### config.mk
export PLATFORM = sky130hd
export DESIGN_NAME = dbs_sequencer
export DESIGN_NICKNAME = d
export VERILOG_FILES = /design/src/rtl/dbs_pkg.sv /design/src/rtl/dbs_step.sv /design/src/rtl/dbs_wlane.sv /design/src/rtl/dbs_rlane.sv /design/src/rtl/dbs_sequencer.sv
export SDC_FILE = /design/constraint.sdc
export NUM_CORES = 1
export LEC_CHECK = 0
export BUFFER_PORTS_ARGS = -buffer_cell sky130_fd_sc_hd__buf_2
export CORE_MARGIN = 8
export CORE_UTILIZATION = 25
export DETAILED_ROUTE_END_ITERATION = 10
export PLACE_DENSITY = 0.45
export REMOVE_ABC_BUFFERS = 1
export SETUP_SLACK_MARGIN = 0.05
export SLEW_MARGIN = 10
export SYNTH_ARGS = -nofsm -noshare
export SYNTH_HDL_FRONTEND = slang
export SYNTH_HIERARCHICAL = 1
export SYNTH_SLANG_ARGS = --single-unit
### constraint.sdc
create_clock -name clk -period 2.75 [get_ports clk]
set_input_delay 0.55 -clock clk [delete_from_list [all_inputs] [get_ports clk]]
set_output_delay 0.55 -clock clk [all_outputs]
set_load 0.01 [all_outputs]
### src/rtl/dbs_pkg.sv
package dbs_pkg;
  localparam int unsigned LANE_W = 8;
  localparam int unsigned OPND_W = 32;

  localparam logic [1:0] SZ_LONG = 2'b00;
  localparam logic [1:0] SZ_BYTE = 2'b01;
  localparam logic [1:0] SZ_WORD = 2'b10;
  localparam logic [1:0] SZ_TRI  = 2'b11;

  typedef enum logic {ST_IDLE, ST_CYC} seq_state_e;

  function automatic logic ack_present(input logic [1:0] ack_n);
    return ack_n != 2'b11;
  endfunction

  function automatic logic ack_wide(input logic [1:0] ack_n);
    return ~ack_n[1];
  endfunction

  function automatic logic [2:0] size_bytes(input logic [1:0] code);
    return (code == SZ_LONG) ? 3'd4 : {1'b0, code};
  endfunction
endpackage

### src/rtl/dbs_step.sv
module dbs_step (
  input  logic [2:0] rem,
  input  logic       addr0,
  input  logic       wide,
  output logic [2:0] moved
);
  always_comb begin
    if (wide && !addr0 && (rem >= 3'd2)) moved = 3'd2;
    else                                 moved = 3'd1;
  end
endmodule

### src/rtl/dbs_wlane.sv
module dbs_wlane (
  input  logic [15:0] head,
  input  logic        addr0,
  output logic [15:0] dout
);
  always_comb begin
    if (addr0) dout = {head[15:8], head[15:8]};
    else       dout = head;
  end
endmodule

### src/rtl/dbs_rlane.sv
module dbs_rlane (
  input  logic [15:0] din,
  input  logic        wide,
  input  logic        addr0,
  input  logic [2:0]  moved,
  input  logic [31:0] acc,
  output logic [31:0] acc_nxt
);
  logic [7:0] one_byte;

  always_comb begin
    one_byte = (wide && addr0) ? din[7:0] : din[15:8];
    if (moved == 3'd2) acc_nxt = {acc[15:0], din};
    else               acc_nxt = {acc[23:0], one_byte};
  end
endmodule

### src/rtl/dbs_sequencer.sv
module dbs_sequencer #(
  parameter int unsigned ADDR_W = 24
) (
  input  logic              clk,
  input  logic              rst_n,
  input  logic              req_valid,
  input  logic              req_write,
  input  logic [1:0]        req_size,
  input  logic [ADDR_W-1:0] req_addr,
  input  logic [31:0]       req_wdata,
  output logic              busy,
  output logic              addr_err,
  output logic              done,
  output logic [31:0]       rdata,
  output logic              bus_cyc,
  output logic              bus_we,
  output logic [ADDR_W-1:0] bus_addr,
  output logic [1:0]        bus_siz,
  output logic [15:0]       bus_dout,
  input  logic [1:0]        bus_ack_n,
  input  logic [15:0]       bus_din
);
  import dbs_pkg::*;

  localparam int unsigned SYNC_STAGES = 2;

  // reset: asserted at once, removed on a clock edge
  logic [SYNC_STAGES-1:0] rst_sync_q;
  logic                   rst_int_n;

  always_ff @(posedge clk or negedge rst_n) begin
    if (!rst_n) rst_sync_q <= '0;
    else        rst_sync_q <= {rst_sync_q[SYNC_STAGES-2:0], 1'b1};
  end
  assign rst_int_n = rst_sync_q[SYNC_STAGES-1];

  seq_state_e        st_q, st_n;
  logic [ADDR_W-1:0] addr_q, addr_n;
  logic [2:0]        rem_q, rem_n;
  logic              we_q, we_n;
  logic [31:0]       wsh_q, wsh_n;
  logic [31:0]       acc_q, acc_n;
  logic              done_q, done_n;
  logic              err_q, err_n;

  logic [2:0]  moved;
  logic [31:0] acc_step;
  logic        seen, wide, start, misal, load_en;
  logic [2:0]  req_nb;
  logic [5:0]  lead_sh;

  assign seen  = ack_present(bus_ack_n);
  assign wide  = ack_wide(bus_ack_n);
  assign misal = req_addr[0] && ((req_size == SZ_WORD) || (req_size == SZ_LONG));
  assign start = (st_q == ST_IDLE) && req_valid;
  assign req_nb  = size_bytes(req_size);
  assign lead_sh = {(3'd4 - req_nb), 3'b000};

  dbs_step u_step (
    .rem   (rem_q),
    .addr0 (addr_q[0]),
    .wide  (wide),
    .moved (moved)
  );

  dbs_rlane u_rlane (
    .din     (bus_din),
    .wide    (wide),
    .addr0   (addr_q[0]),
    .moved   (moved),
    .acc     (acc_q),
    .acc_nxt (acc_step)
  );

  dbs_wlane u_wlane (
    .head  (wsh_q[31:16]),
    .addr0 (addr_q[0]),
    .dout  (bus_dout)
  );

  // next-state logic
  always_comb begin
    st_n    = st_q;
    addr_n  = addr_q;
    rem_n   = rem_q;
    we_n    = we_q;
    wsh_n   = wsh_q;
    acc_n   = acc_q;
    done_n  = 1'b0;
    err_n   = 1'b0;
    load_en = 1'b0;
    unique case (st_q)
      ST_IDLE: begin
        if (start) begin
          if (misal) begin
            err_n = 1'b1;
          end else begin
            load_en = 1'b1;
            st_n    = ST_CYC;
            addr_n  = req_addr;
            rem_n   = req_nb;
            we_n    = req_write;
            wsh_n   = req_wdata << lead_sh;
            acc_n   = '0;
          end
        end
      end
      ST_CYC: begin
        if (seen) begin
          load_en = 1'b1;
          acc_n   = acc_step;
          wsh_n   = wsh_q << {moved, 3'b000};
          addr_n  = addr_q + ADDR_W'(moved);
          rem_n   = rem_q - moved;
          if (rem_q == moved) begin
            st_n   = ST_IDLE;
            done_n = 1'b1;
          end
        end
      end
      default: st_n = ST_IDLE;
    endcase
  end

  // control registers
  always_ff @(posedge clk or negedge rst_int_n) begin
    if (!rst_int_n) begin
      st_q   <= ST_IDLE;
      done_q <= 1'b0;
      err_q  <= 1'b0;
    end else begin
      st_q   <= st_n;
      done_q <= done_n;
      err_q  <= err_n;
    end
  end

  // datapath registers, clock-enabled
  always_ff @(posedge clk or negedge rst_int_n) begin
    if (!rst_int_n) begin
      addr_q <= '0;
      rem_q  <= '0;
      we_q   <= 1'b0;
      wsh_q  <= '0;
      acc_q  <= '0;
    end else if (load_en) begin
      addr_q <= addr_n;
      rem_q  <= rem_n;
      we_q   <= we_n;
      wsh_q  <= wsh_n;
      acc_q  <= acc_n;
    end
  end

  assign busy     = (st_q != ST_IDLE);
  assign bus_cyc  = (st_q == ST_CYC);
  assign bus_we   = we_q;
  assign bus_addr = addr_q;
  assign bus_siz  = rem_q[1:0];
  assign rdata    = acc_q;
  assign done     = done_q;
  assign addr_err = err_q;
endmodule

=== After elaboration in Yosys (flattened, before gate mapping) ===
Cells that the tools add are included.

* Output and inout bits: 79
* Input port bits: 80
* Register bits: 97

* $lt $le $gt $ge: 1
* Bitwise logic cells: 3
* Reductions and logical operators: 10
* Add/sub/neg operators: 3
* Equal/unequal tests: 7
* Shift operators: 2
* Muxes and demuxes: 34

{| class="wikitable"
|+ Operators by type and width
! kind !! number
|-
| $mux W32 || 7
|-
| $pmux W32 S2 || 2
|-
| $mux W24 || 3
|-
| $pmux W24 S2 || 1
|-
| $shl A32 B5 Y32 || 1
|-
| $shl A32 B6 Y32 || 1
|-
| $add A24 B3 Y24 || 1
|-
| $mux W8 || 2
|-
| $mux W3 || 4
|-
| $mux W1 || 11
|-
| $reduce_and A4 Y1 || 2
|-
| $ne A2 B2 Y1 const B || 3
|-
| $pmux W3 S2 || 1
|-
| $logic_and A1 B1 Y1 || 5
|-
| $eq A2 B2 Y1 const B || 2
|-
| $pmux W1 S2 || 2
|-
| $eq A3 B3 Y1 || 1
|-
| $ge A3 B2 Y1 const B || 1
|-
| $not A1 Y1 || 3
|-
| $sub A3 B3 Y3 || 1
|-
| $sub A3 B3 Y3 const A || 1
|-
| $logic_not A2 Y1 || 1
|-
| $mux W2 || 1
|-
| $ne A2 B1 Y1 const B || 1
|-
| 2 further kinds || 2
|}

=== Depth between registers and ports, before layout ===
Gate-level depths: netlist of the first run.

* Depth after elaboration: 8
* Gate-level depth with buffers: 10
* Depth with buffers taken out: 9

=== Modules after synthesis ===
The synthesis of the first run kept the hierarchy.

{| class="wikitable"
|+ Modules (own cells, without submodules)
! module !! area each (µm²) !! cells each !! times used
|-
| dbs_sequencer || 5,475.3 || 595 || 1
|-
| dbs_rlane || 416.6 || 37 || 1
|-
| dbs_wlane || 191.4 || 17 || 1
|-
| dbs_step || 32.5 || 5 || 1
|}

=== Worst setup path after synthesis of the first run ===
No wires, ideal clock.

* Path kind: in2reg
* Start point: in bus_ack_n[1]
* End point: reg addr_q[6] (netlist: bus_addr[6])
* Buffers on the path: 0
* Setup time: 0.127 ns
* Slack: 0.175 ns
* Data arrival time: 2.448 ns
* Cell stages on the path: 9
* Cell sequence: inv_1 -> o211ai_1 -> ha_1 -> fa_1 -> a21o_1 -> and4_1 -> mux2_2 -> a222oi_1 -> inv_1

* Word-level cells in the longest chain between the ends: 7

{| class="wikitable"
|+ RTL lines
! item !! RTL line !! RTL
|-
| start: declaration || dbs_sequencer.sv:20 || <nowiki>input logic [1:0] bus_ack_n,</nowiki>
|-
| $not A1 Y1 || dbs_pkg.sv:17 || <nowiki>return ~ack_n[1];</nowiki>
|-
| $logic_and A1 B1 Y1 (2 in a row) || dbs_step.sv:8 || <nowiki>if (wide && !addr0 && (rem >= 3'd2)) moved = 3'd2;</nowiki>
|-
| $mux W2 || dbs_step.sv:8 ||
|-
| via moved[0] || dbs_sequencer.sv:46 || <nowiki>logic [2:0] moved;</nowiki>
|-
| $add A24 B3 Y24 || dbs_sequencer.sv:113 || <nowiki>addr_n = addr_q + ADDR_W'(moved);</nowiki>
|-
| $mux W24 || dbs_sequencer.sv:109 || <nowiki>if (seen) begin</nowiki>
|-
| $pmux W24 S2 || dbs_sequencer.sv:92 || <nowiki>unique case (st_q)</nowiki>
|-
| end signal: assignment || dbs_sequencer.sv:147 || <nowiki>addr_q <= addr_n;</nowiki>
|-
| end: declaration || dbs_sequencer.sv:38 || <nowiki>logic [ADDR_W-1:0] addr_q, addr_n;</nowiki>
|}

The timed path passes the listed nets, and every way through them passes these cells. The select of a mux whose other input is x is not followed.
A chain may end at the register's enable or synchronous reset.

=== Worst setup path in the final report of the first run ===
* Start point: reg addr_q[0] (netlist: bus_addr[0])
* End point: reg addr_q[6] (netlist: bus_addr[6])

* Word-level cells in the longest chain between the ends: 7

{| class="wikitable"
|+ RTL lines
! item !! RTL line
|-
| $logic_not A1 Y1 || dbs_step.sv:8
|-
| $logic_and A1 B1 Y1 (2 in a row) || dbs_step.sv:8
|-
| $mux W2 || dbs_step.sv:8
|-
| via moved[0] || dbs_sequencer.sv:46
|-
| $add A24 B3 Y24 || dbs_sequencer.sv:113
|-
| $mux W24 || dbs_sequencer.sv:109
|-
| $pmux W24 S2 || dbs_sequencer.sv:92
|}

The timed path passes the listed nets, and every way through them passes these cells. The select of a mux whose other input is x is not followed.

==> impl_summary.log, run 1 <==
[metrics] routed length per instance: between 15 and 20 um
[metrics] Core Box Area: about 0.024 mm^2
[metrics] Final Hold Viols: 0
[metrics] final worst setup slack: ~0.34 ns
[metrics] skew final: 0.0100 ns
[metrics] number of primary I/O pins: 159
[metrics] time the worst path needs with I/O delays and setup: around 2.4 ns
[metrics] initial antenna violation count: 1
[metrics] power density over the cells: approximately 1100 mW/mm^2
[metrics] Critical Path End Type: flop
[metrics] clock sink count: just under 100
[metrics] total routing resource utilization after global routing: 0.137
[metrics] yosys warns: 6
[metrics] critical path fanouts, max: 4
[metrics] slack of the worst reg-to-reg path: about 0.34 ns
[metrics] Max transition margin: 0.437
[metrics] leakage power summed over all cells: 0.00364 uW
[metrics] H-tree depth reported by CTS: 3
[metrics] critical path class: flop to flop
[metrics] total of buffers placed on input and output ports: 158
[metrics] count of flip-flops with a built-in enable after synthesis: 0
[metrics] Avg Cell Area, Syn: 9.35 um^2
[metrics] Clock transition at path regs: about 0.070 ns
[metrics] count of unique library cells instantiated by Yosys: 62
[metrics] CTS tree: done
[metrics] buffers from clock root to sink, at most: 2
[metrics] Least-Margin Pin Slew: 0.843 ns
[metrics] Placed Instance Area: a little over 0.007 mm^2
[metrics] starting density of the core: 0.253
[metrics] synth-to-layout area growth: 23.6%
[metrics] highest-count cells in the layout ignoring fill and taps: sky130_fd_sc_hd__buf_2, sky130_fd_sc_hd__nand2_1, sky130_fd_sc_hd__dfrtp_1
[metrics] most common cell after layout, fill and taps aside: sky130_fd_sc_hd__buf_2
[metrics] IR Drop Worst-Case VDD: around 0.00036 V
[metrics] via count of the first global-routing pass: approximately 5600
[metrics] Post-Syn Area: just over 0.006 mm^2
[metrics] worst hold-check path type: flop to async pin
[metrics] area leader, netlist: sky130_fd_sc_hd__dfrtp_1
[metrics] placed cell count: between 1000 and 1500
[metrics] flip-flop cell with the highest count after synthesis: sky130_fd_sc_hd__dfrtp_1
[metrics] Tot Pwr: around 8000 uW
[metrics] Setup TNS Final: 0 ns
[metrics] clk root buf: sky130_fd_sc_hd__clkbuf_16
[metrics] Mapped Cells: between 600 and 700
[metrics] outcome: completed
[metrics] Avg Vias per Cell: approximately 4.8
[metrics] RePlAce Congestion: between 0.7 and 0.8
[metrics] setup fix buffers added after clock tree synthesis: 0
[metrics] Yosys top cell area share: 0.397
[metrics] Remaining Overflow, GRT: 0
[metrics] number of cell rows: 57
[metrics] number of DRC violations after detailed routing: 0
[metrics] final routed wirelength across all metal layers: 20300 um
[metrics] number of nets still failing antenna checks after routing: 0
[metrics] Maximum Capacitance Violations: 0
[metrics] proportion of synthesized flip-flops having asynchronous set or reset: 1.00
[metrics] maximum number of pins on one net before global-route repair: between 50 and 60
[metrics] final cell count without fillers: between 1000 and 1500
[metrics] fraction of final layout cells with drive strength greater than 1: 0.363
[metrics] estimated wirelength of the detail-placed design: approximately 14000 um
[metrics] RSZ-0062 raised after global routing: no
[metrics] Die Y-Extent: 172 um
[metrics] clock insertion delay at the later pin of the skew report: 0.35 ns
[metrics] wire length of the first global-routing pass: 31800 um
[metrics] kind of start point of the critical path: flop
[metrics] Seq cells post-synth: between 90 and 100
[metrics] sequential cell area fraction in the yosys report: 0.397
[metrics] total via count in the routed design: roughly 5400
[metrics] diodes inserted: 0
[metrics] final max-slew violation count: 0
[metrics] Post-Place Worst Slack: approximately 0.021 ns
[metrics] critical path data required time: ~3 ns
[metrics] number of DRC markers after the initial detailed-route iteration: approximately 370
[metrics] TritonRoute pass-1 iters: 6
[metrics] Num CTS Buffers: 9
[metrics] final critical-path share of the clock period: 0.876
[metrics] Layout Cell Area excl Fill: 0.00756 mm^2
[metrics] count of nets after finishing: between 800 and 900
[metrics] die width: between 150 and 200 um
[metrics] top post-synthesis cells by area: sky130_fd_sc_hd__dfrtp_1, sky130_fd_sc_hd__mux2_2, sky130_fd_sc_hd__nand2_1
[metrics] die area: slightly below 0.03 mm^2
[metrics] data arrival time of the critical path: about 2.7 ns
[metrics] number of setup violations in the final report: 0
[metrics] Max Fclk: 415 MHz
[final cells by class]
cell class,instances,area (um^2)
repair buffers,190,1070
clock inverters,6,72.6
multi-input cells,484,3290
well taps,324,405
clock buffers,10,239
flip-flops and latches,97,2430
inverters,13,48.8
fillers,2590,16600
[path summary, 6_finish.rpt]
kind / from / endpoint / cells past startpoint
min reg2reg: rst_sync_q[1]$_DFF_PN0_ / bus_addr[23]$_DFFE_PN0P_ / 0
min in group clk: rst_sync_q[0]$_DFF_PN0_ / rst_sync_q[1]$_DFF_PN0_ / 0
max in group asynchronous: rst_sync_q[1]$_DFF_PN0_ / wsh_q[6]$_DFFE_PN0P_ / 1
max: bus_addr[0]$_DFFE_PN0P_ / bus_addr[6]$_DFFE_PN0P_ / 9
max reg2reg: bus_addr[0]$_DFFE_PN0P_ / bus_addr[6]$_DFFE_PN0P_ / 9
min: rst_sync_q[1]$_DFF_PN0_ / bus_addr[23]$_DFFE_PN0P_ / 0
[through the flow]
step	utilization	hold WS, ns
after floorplan	-	0.254
after global placement	0.299	0.332
after detailed placement	0.299	0.343
after CTS	0.313	0.366
after global routing	0.313	0.390
final	0.313	0.326
[cells in the mapped netlist (2+ instances only)]
master,count
sky130_fd_sc_hd__mux2_2,57
sky130_fd_sc_hd__or3_1,2
sky130_fd_sc_hd__a31oi_1,9
sky130_fd_sc_hd__a22oi_1,17
sky130_fd_sc_hd__clkbuf_2,2
sky130_fd_sc_hd__buf_1,2
sky130_fd_sc_hd__a21o_1,2
sky130_fd_sc_hd__a21oi_1,13
sky130_fd_sc_hd__nor2_2,2
sky130_fd_sc_hd__nor2_1,22
sky130_fd_sc_hd__and4_1,2
sky130_fd_sc_hd__buf_4,19
sky130_fd_sc_hd__nor3_1,5
sky130_fd_sc_hd__a311oi_1,4
sky130_fd_sc_hd__buf_2,11
sky130_fd_sc_hd__buf_6,6
sky130_fd_sc_hd__nand2b_1,2
sky130_fd_sc_hd__fa_1,2
sky130_fd_sc_hd__ha_1,7
sky130_fd_sc_hd__nand2_1,122
sky130_fd_sc_hd__inv_1,12
sky130_fd_sc_hd__nand4_1,7
sky130_fd_sc_hd__and3_1,8
sky130_fd_sc_hd__xnor2_1,2
sky130_fd_sc_hd__o21ai_0,43
sky130_fd_sc_hd__mux2_4,11
sky130_fd_sc_hd__dfrtp_1,97
sky130_fd_sc_hd__o211ai_1,4
sky130_fd_sc_hd__conb_1,2
sky130_fd_sc_hd__mux2i_1,19
sky130_fd_sc_hd__nor4_1,3
sky130_fd_sc_hd__a22o_1,17
sky130_fd_sc_hd__a222oi_1,12
sky130_fd_sc_hd__or4_1,2
sky130_fd_sc_hd__and2_1,2
sky130_fd_sc_hd__nor2b_1,3
sky130_fd_sc_hd__o22ai_1,4
sky130_fd_sc_hd__nand3_1,47
sky130_fd_sc_hd__clkbuf_1,19
sky130_fd_sc_hd__a221oi_1,2
sky130_fd_sc_hd__o21ai_1,9
[per-layer routing]
metal	share of wire	vias up	track usage
met5	0.00069	-	0
met4	0.016	2	0.0394
met3	0.063	19	0.0365
met2	0.46	138	0.215
met1	0.46	2579	0.183
li1	-	2658	-
[sequential cells by signal, indices dropped and copies added, names as in the netlist]
name,cells
rdata,32
wsh_q,32
bus_addr,24
rem_q,3
rst_sync_q,2
addr_err,1
bus_cyc,1
bus_we,1
done,1
[cells by family after synthesis]
family | after synthesis | share of synthesized area
other | 2 | 0.00123
XOR/XNOR | 3 | 0.00430
AND/OR/NAND/NOR | 235 | 0.179
multiplexers | 87 | 0.163
flip-flops | 97 | 0.397
adder cells (fa/ha/maj) | 9 | 0.0209
buffers and inverters | 73 | 0.0683
AO/OA/AOI/OAI | 148 | 0.166
[report_power, final]
group	internal [uW]	switching (uW)	total, uW	leakage (uW)
combinational	1760	2230	3980	0.00226
clock	743	614	1360	0.000150
sequential	2020	664	2680	0.00123
[worst max-delay path, stage by stage (launching register included)]
cell and delay (ns):
sky130_fd_sc_hd__dfrtp_1 0.42, sky130_fd_sc_hd__inv_1 0.08, sky130_fd_sc_hd__o211ai_1 0.10, sky130_fd_sc_hd__ha_1 0.23, sky130_fd_sc_hd__fa_1 0.40, sky130_fd_sc_hd__a21o_1 0.22, sky130_fd_sc_hd__and4_1 0.27, sky130_fd_sc_hd__mux2_2 0.29
sky130_fd_sc_hd__a222oi_1 0.21, sky130_fd_sc_hd__inv_1 0.07
[what timing repair did]
action                                 4_1_cts  5_1_grt
setup endpoints to repair                    0        1
endpoints found under the hold margin        2        0
gates resized for setup                      0        1
hold buffers                                 1        0
No activity file was read; power rests on OpenSTA's default activity.
==> inputs of run 2 (changes only) <==
- ABC_AREA: not set -> 1
- CORE_MARGIN: 8 -> not set
- GPL_TIMING_DRIVEN: not set -> 0
==> run 2 against run 1 <==
Compared with the run above:
- the run now ends with DRC left
- setup slack worse by 0.15 ns
- global-route usage rose by 3.6 points
- total power is 8.2% higher
- fmax is 5.9% lower
- non-clock buffer count down 12
- hold slack worse by 0.077 ns
- sequential cell count is the same
- combinational power up 17%
- utilization fell by 0.25 points
- clock power about the same
- clock skew up 0.0017 ns
- routed wire length grew 18%
- highest routed layer is now met4
==> impl_summary.log, run 2 <==
[metrics] net load switching power: 4310 uW (+23%)
[metrics] Seq cells post-synth: 97 (unchanged)
[metrics] RePlAce Congestion: 0.813 (+5.8%)
[metrics] slack of the worst reg-to-reg path: 0.19 ns (-0.15 ns)
[metrics] worst hold-check path type: flop to async pin
[metrics] buffers from clock root to sink, at most: 2 (unchanged)
[metrics] synthesized-area fraction occupied by ao, oa, aoi and oai cells: 0.127 (-0.0394)
[metrics] final critical-path share of the clock period: 0.931 (+0.0546)
[metrics] area share of fa/ha/maj cells after synthesis: 0.0190 (-0.00186)
[metrics] maximum number of pins on one net before global-route repair: 73 (+26%)
[metrics] count of nets after finishing: 1217 (+38%)
[metrics] Max Fclk: 391 MHz (-5.9%)
[metrics] final routed wirelength across all metal layers: 24000 um (+18%)
[metrics] Layout Cell Area excl Fill: 0.00813 mm^2 (+7.5%)
[metrics] outcome: complete, but fails checks
[metrics] wire length of the first global-routing pass: 37700 um (+18%)
[metrics] initial antenna violation count: 0 (-1)
[metrics] Remaining Overflow, GRT: 0 (unchanged)
[metrics] sequential share of power: 0.307 (-0.027)
[metrics] number of cell rows: 59 (+3.5%)
[metrics] Critical Path End Type: flop
[metrics] top post-synthesis cells by area: sky130_fd_sc_hd__dfrtp_1, sky130_fd_sc_hd__nand2_1, sky130_fd_sc_hd__nand3_1
[metrics] number of setup violations in the final report: 0 (unchanged)
[metrics] startpoint of the worst-slack reg-to-reg timing path: bus_cyc$_DFF_PN0_
[metrics] yosys warns: 6 (unchanged)
[metrics] Placed Instance Area: 0.00761 mm^2 (+5.2%)
[metrics] leakage power summed over all cells: 0.00420 uW (+15%)
[metrics] Die Y-Extent: 166 um (-3.8%)
[metrics] Simple-Gate Fraction of Synth Area: 0.382 (+0.203)
[metrics] via count of the first global-routing pass: 6538 (+17%)
[metrics] top cells by instance count after synthesis: sky130_fd_sc_hd__nand2_1, sky130_fd_sc_hd__dfrtp_1, sky130_fd_sc_hd__nor2_1
[metrics] Avg Vias per Cell: 4.69 (-2.3%)
[metrics] clock network power share: 0.155 (-0.014)
[metrics] die width: 166 um (-3.8%)
[metrics] met1 capacity usage during global routing: 0.248 (+0.0657)
[metrics] layer with the highest usage: met2
[metrics] Least-Margin Pin Slew: 0.885 ns (+0.0418 ns)
[metrics] final worst setup slack: 0.191 ns (-0.150 ns)
[metrics] proportion of synthesized flip-flops having asynchronous set or reset: 1.00 (unchanged)
[metrics] cell type of the slowest stage on the worst timing path: sky130_fd_sc_hd__dfrtp_4
[metrics] TritonRoute pass-1 iters: 8 (+2)
[metrics] dominant combinational cell family by area after synthesis: simple AND/OR/NAND/NOR gates
[metrics] leading cell type by number of instances after synthesis: sky130_fd_sc_hd__nand2_1
[metrics] sequential cell area fraction in the yosys report: 0.361 (-0.0354)
[metrics] number of primary I/O pins: 159 (unchanged)
[metrics] highest-count cells in the layout ignoring fill and taps: sky130_fd_sc_hd__nand2_1, sky130_fd_sc_hd__buf_2, sky130_fd_sc_hd__dfrtp_1
[metrics] Buf/Inv on CP: 3 (+1)
[metrics] Setup crit end: wsh_q[18]$_DFFE_PN0P_
[metrics] RSZ-0062 raised after global routing: no
[metrics] area leader, netlist: sky130_fd_sc_hd__dfrtp_1
[metrics] number of nets still failing antenna checks after routing: 0 (unchanged)
[metrics] startpoint of the worst setup timing path: bus_cyc$_DFF_PN0_
[metrics] XOR/XNOR Fraction of Synth Area: 0.00261 (-0.00169)
[metrics] most common cell after layout, fill and taps aside: sky130_fd_sc_hd__nand2_1
[metrics] flip-flop cell with the highest count after synthesis: sky130_fd_sc_hd__dfrtp_1
[metrics] fraction of final layout cells with drive strength greater than 1: 0.214 (-0.149)
[metrics] H-tree depth reported by CTS: 3 (unchanged)
[metrics] Yosys top cell area share: 0.361 (-0.0354)
[metrics] Internal Power: 4370 uW (-3.2%)
[metrics] GR met2 Demand/Resource: 0.273 (+0.0576)
[metrics] routing usage on met3: 0.0236 (-0.0129)
[metrics] diodes inserted: 0 (unchanged)
[metrics] final max-slew violation count: 0 (unchanged)
[metrics] Post-Syn Area: 0.00672 mm^2 (+9.8%)
[metrics] Post-Place Worst Slack: -1.33 ns (-1.35 ns)
[metrics] clock insertion delay at the later pin of the skew report: 0.35 ns (about the same)
[metrics] number of DRC markers after the initial detailed-route iteration: 456 (+23%)
[metrics] power density over the cells: 1070 mW/mm^2 (+0.60%)
[metrics] combinational cell fraction of total power: 0.537 (+0.040)
[metrics] Mapped Cells: 1007 (+54%)
[metrics] clock sink count: 97 (unchanged)
[metrics] Clock transition at path regs: 0.08 ns (about the same)
[metrics] cell count along the critical path: 8 (-1)
[metrics] critical path data required time: 3.03 ns (+0.04 ns)
[metrics] total via count in the routed design: 6884 (+28%)
[metrics] reg-to-reg endpoint: wsh_q[18]$_DFFE_PN0P_
[metrics] multiplexer area fraction after synthesis: 0.00168 (-0.161)
[metrics] Core Box Area: 0.0262 mm^2 (+8.4%)
[metrics] data arrival time of the critical path: 2.84 ns (+0.19 ns)
[metrics] kind of start point of the critical path: flop
[metrics] path depth of the worst reg2reg path: 8 (-1)
[metrics] time the worst path needs with I/O delays and setup: 2.56 ns (+0.150 ns)
[metrics] count of unique library cells instantiated by Yosys: 41 (-34%)
[metrics] critical path's top delay family: simple AND/OR/NAND/NOR gates
[metrics] critical path fanouts, max: 32 (+28)
[metrics] starting density of the core: 0.256 (+0.00328)
[metrics] Maximum Capacitance Violations: 0 (unchanged)
[metrics] total of buffers placed on input and output ports: 158 (unchanged)
[metrics] fraction of power spent switching nets: 0.496 (+0.0592)
[metrics] total routing resource utilization after global routing: 0.174 (+0.0363)
[metrics] Core Util, Final: 0.310 (-0.00250)
[metrics] clk root buf: sky130_fd_sc_hd__clkbuf_16
[metrics] number of DRC violations after detailed routing: 12 (+12)
[metrics] critical path class: flop to flop
[metrics] Max transition margin: 0.410 (-0.0267)
[metrics] biggest cell delay along the critical path: 0.63 ns (+0.21 ns)
[metrics] synth-to-layout area growth: 21.1%
[metrics] cells traversed along the worst timing path: clkinvlp_4 > buf_4 > or2_1 > nor2_8 > a21oi_4 > inv_4 > nand2_1 > o21ai_2
[metrics] CTS tree: done
[metrics] count of flip-flops with a built-in enable after synthesis: 0 (unchanged)
[metrics] failing checks: DRC
[metrics] Final Hold Viols: 0 (unchanged)
[metrics] Avg Cell Area, Syn: 6.67 um^2 (-29%)
[metrics] routed length per instance: 16.3 um (-9.7%)
[metrics] skew final: 0.0117 ns (+0.00169 ns)
[metrics] IR Drop Worst-Case VDD: 0.000370 V (+2.9%)
[metrics] fill cell total of the finished layout: 2913 (+12%)
[metrics] estimated wirelength of the detail-placed design: 15300 um (+6.3%)
[metrics] Num CTS Buffers: 9 (unchanged)
[metrics] die area: 0.0275 mm^2 (-7.4%)
## run 2: cell count changes after synthesis, sizes merged, moves of 10 or more
cell    delta
or2       +10
a21oi     +28
inv       +52
a222oi    -12
nand3     +25
clkbuf    -12
mux2      -67
o21ai     +37
nand2    +264
nand4     +28
buf       +23
nor2      +62
mux2i     -19
a22o      -17
## run 2: how the worst min path moves through the flow
stage	startpoint	endpoint	slack [ns]	depth (start not counted)
detailed placement	rst_sync_q[1]$_DFF_PN0_	rdata[24]$_DFFE_PN0P_	0.26	0
finish	rst_sync_q[1]$_DFF_PN0_	rdata[24]$_DFFE_PN0P_	0.25	0
CTS	rst_sync_q[1]$_DFF_PN0_	rdata[24]$_DFFE_PN0P_	0.27	0
floorplan	rst_n	rst_sync_q[0]$_DFF_PN0_	0.25	0
global route	rst_sync_q[1]$_DFF_PN0_	rdata[24]$_DFFE_PN0P_	0.28	0
global placement	rst_n	rst_sync_q[1]$_DFF_PN0_	0.34	1
## run 2: metrics by stage
stage / cells / setup TNS, ns / power [uW] / hold WS (ns)
final: 1468 / 0 / 8680 / 0.249
after global routing: 1468 / 0 / 9460 / 0.284
after CTS: 1460 / 0 / 8700 / 0.269
after detailed placement: 1434 / -76.36 / 7110 / 0.260
after global placement: 1429 / -608.56 / 7010 / 0.335
after floorplan: 936 / -146.66 / 5300 / 0.254
## run 2: power groups by stage
stage | Clock (uW) | Combinational (uW) | Sequential (uW)
final | 1350 | 4660 | 2670
after CTS | 1400 | 4600 | 2700
after global routing | 1440 | 5240 | 2780
after global placement | 0 | 4100 | 2910
after floorplan | 0 | 2460 | 2840
after detailed placement | 0 | 4380 | 2730
## run 2: timing repair
action | 4_1_cts | 5_1_grt
endpoints found under the setup margin | 93 | 45
buffers inserted | 7 | 6
resized for setup | 11 | 6
pin swaps | 1 | 0
hold buffers | 1 | 0
gates cloned | 2 | 2
hold endpoints to repair | 2 | 0
## run 2: logic make-up (layout without fill, tap and decap cells)
logic type | Yosys count | count (layout)
mux | 1 | 1
simple gates | 606 | 607
xor+xnor | 2 | 2
buf+inv | 138 | 263
other cells | 2 | 2
flops | 97 | 97
fa+ha+maj | 9 | 9
compound gates | 152 | 152
## run 2: final cells by class
| type | instances | area (um^2) | share of cell area |
|---|---|---|---|
| inverter | 67 | 273 | 0.0335 |
| timing repair buffer | 178 | 1060 | 0.131 |
| tap | 335 | 419 | 0.0515 |
| timing repair inverter | 2 | 12.5 | 0.00154 |
| multi-input combinational | 773 | 3630 | 0.447 |
| clock buffer | 10 | 229 | 0.0282 |
| clock inverter | 6 | 66.3 | 0.00816 |
| sequential | 97 | 2440 | 0.300 |
## run 2: layer usage
layer | part of all wire | wire length (um) | vias up
met3 | 0.037 | 880 | 23
met4 | 0.016 | 390 | 0
met1 | 0.50 | 12000 | 3197
li1 | - | - | 3488
met2 | 0.45 | 10700 | 176
met5 | 0 | 0 | -
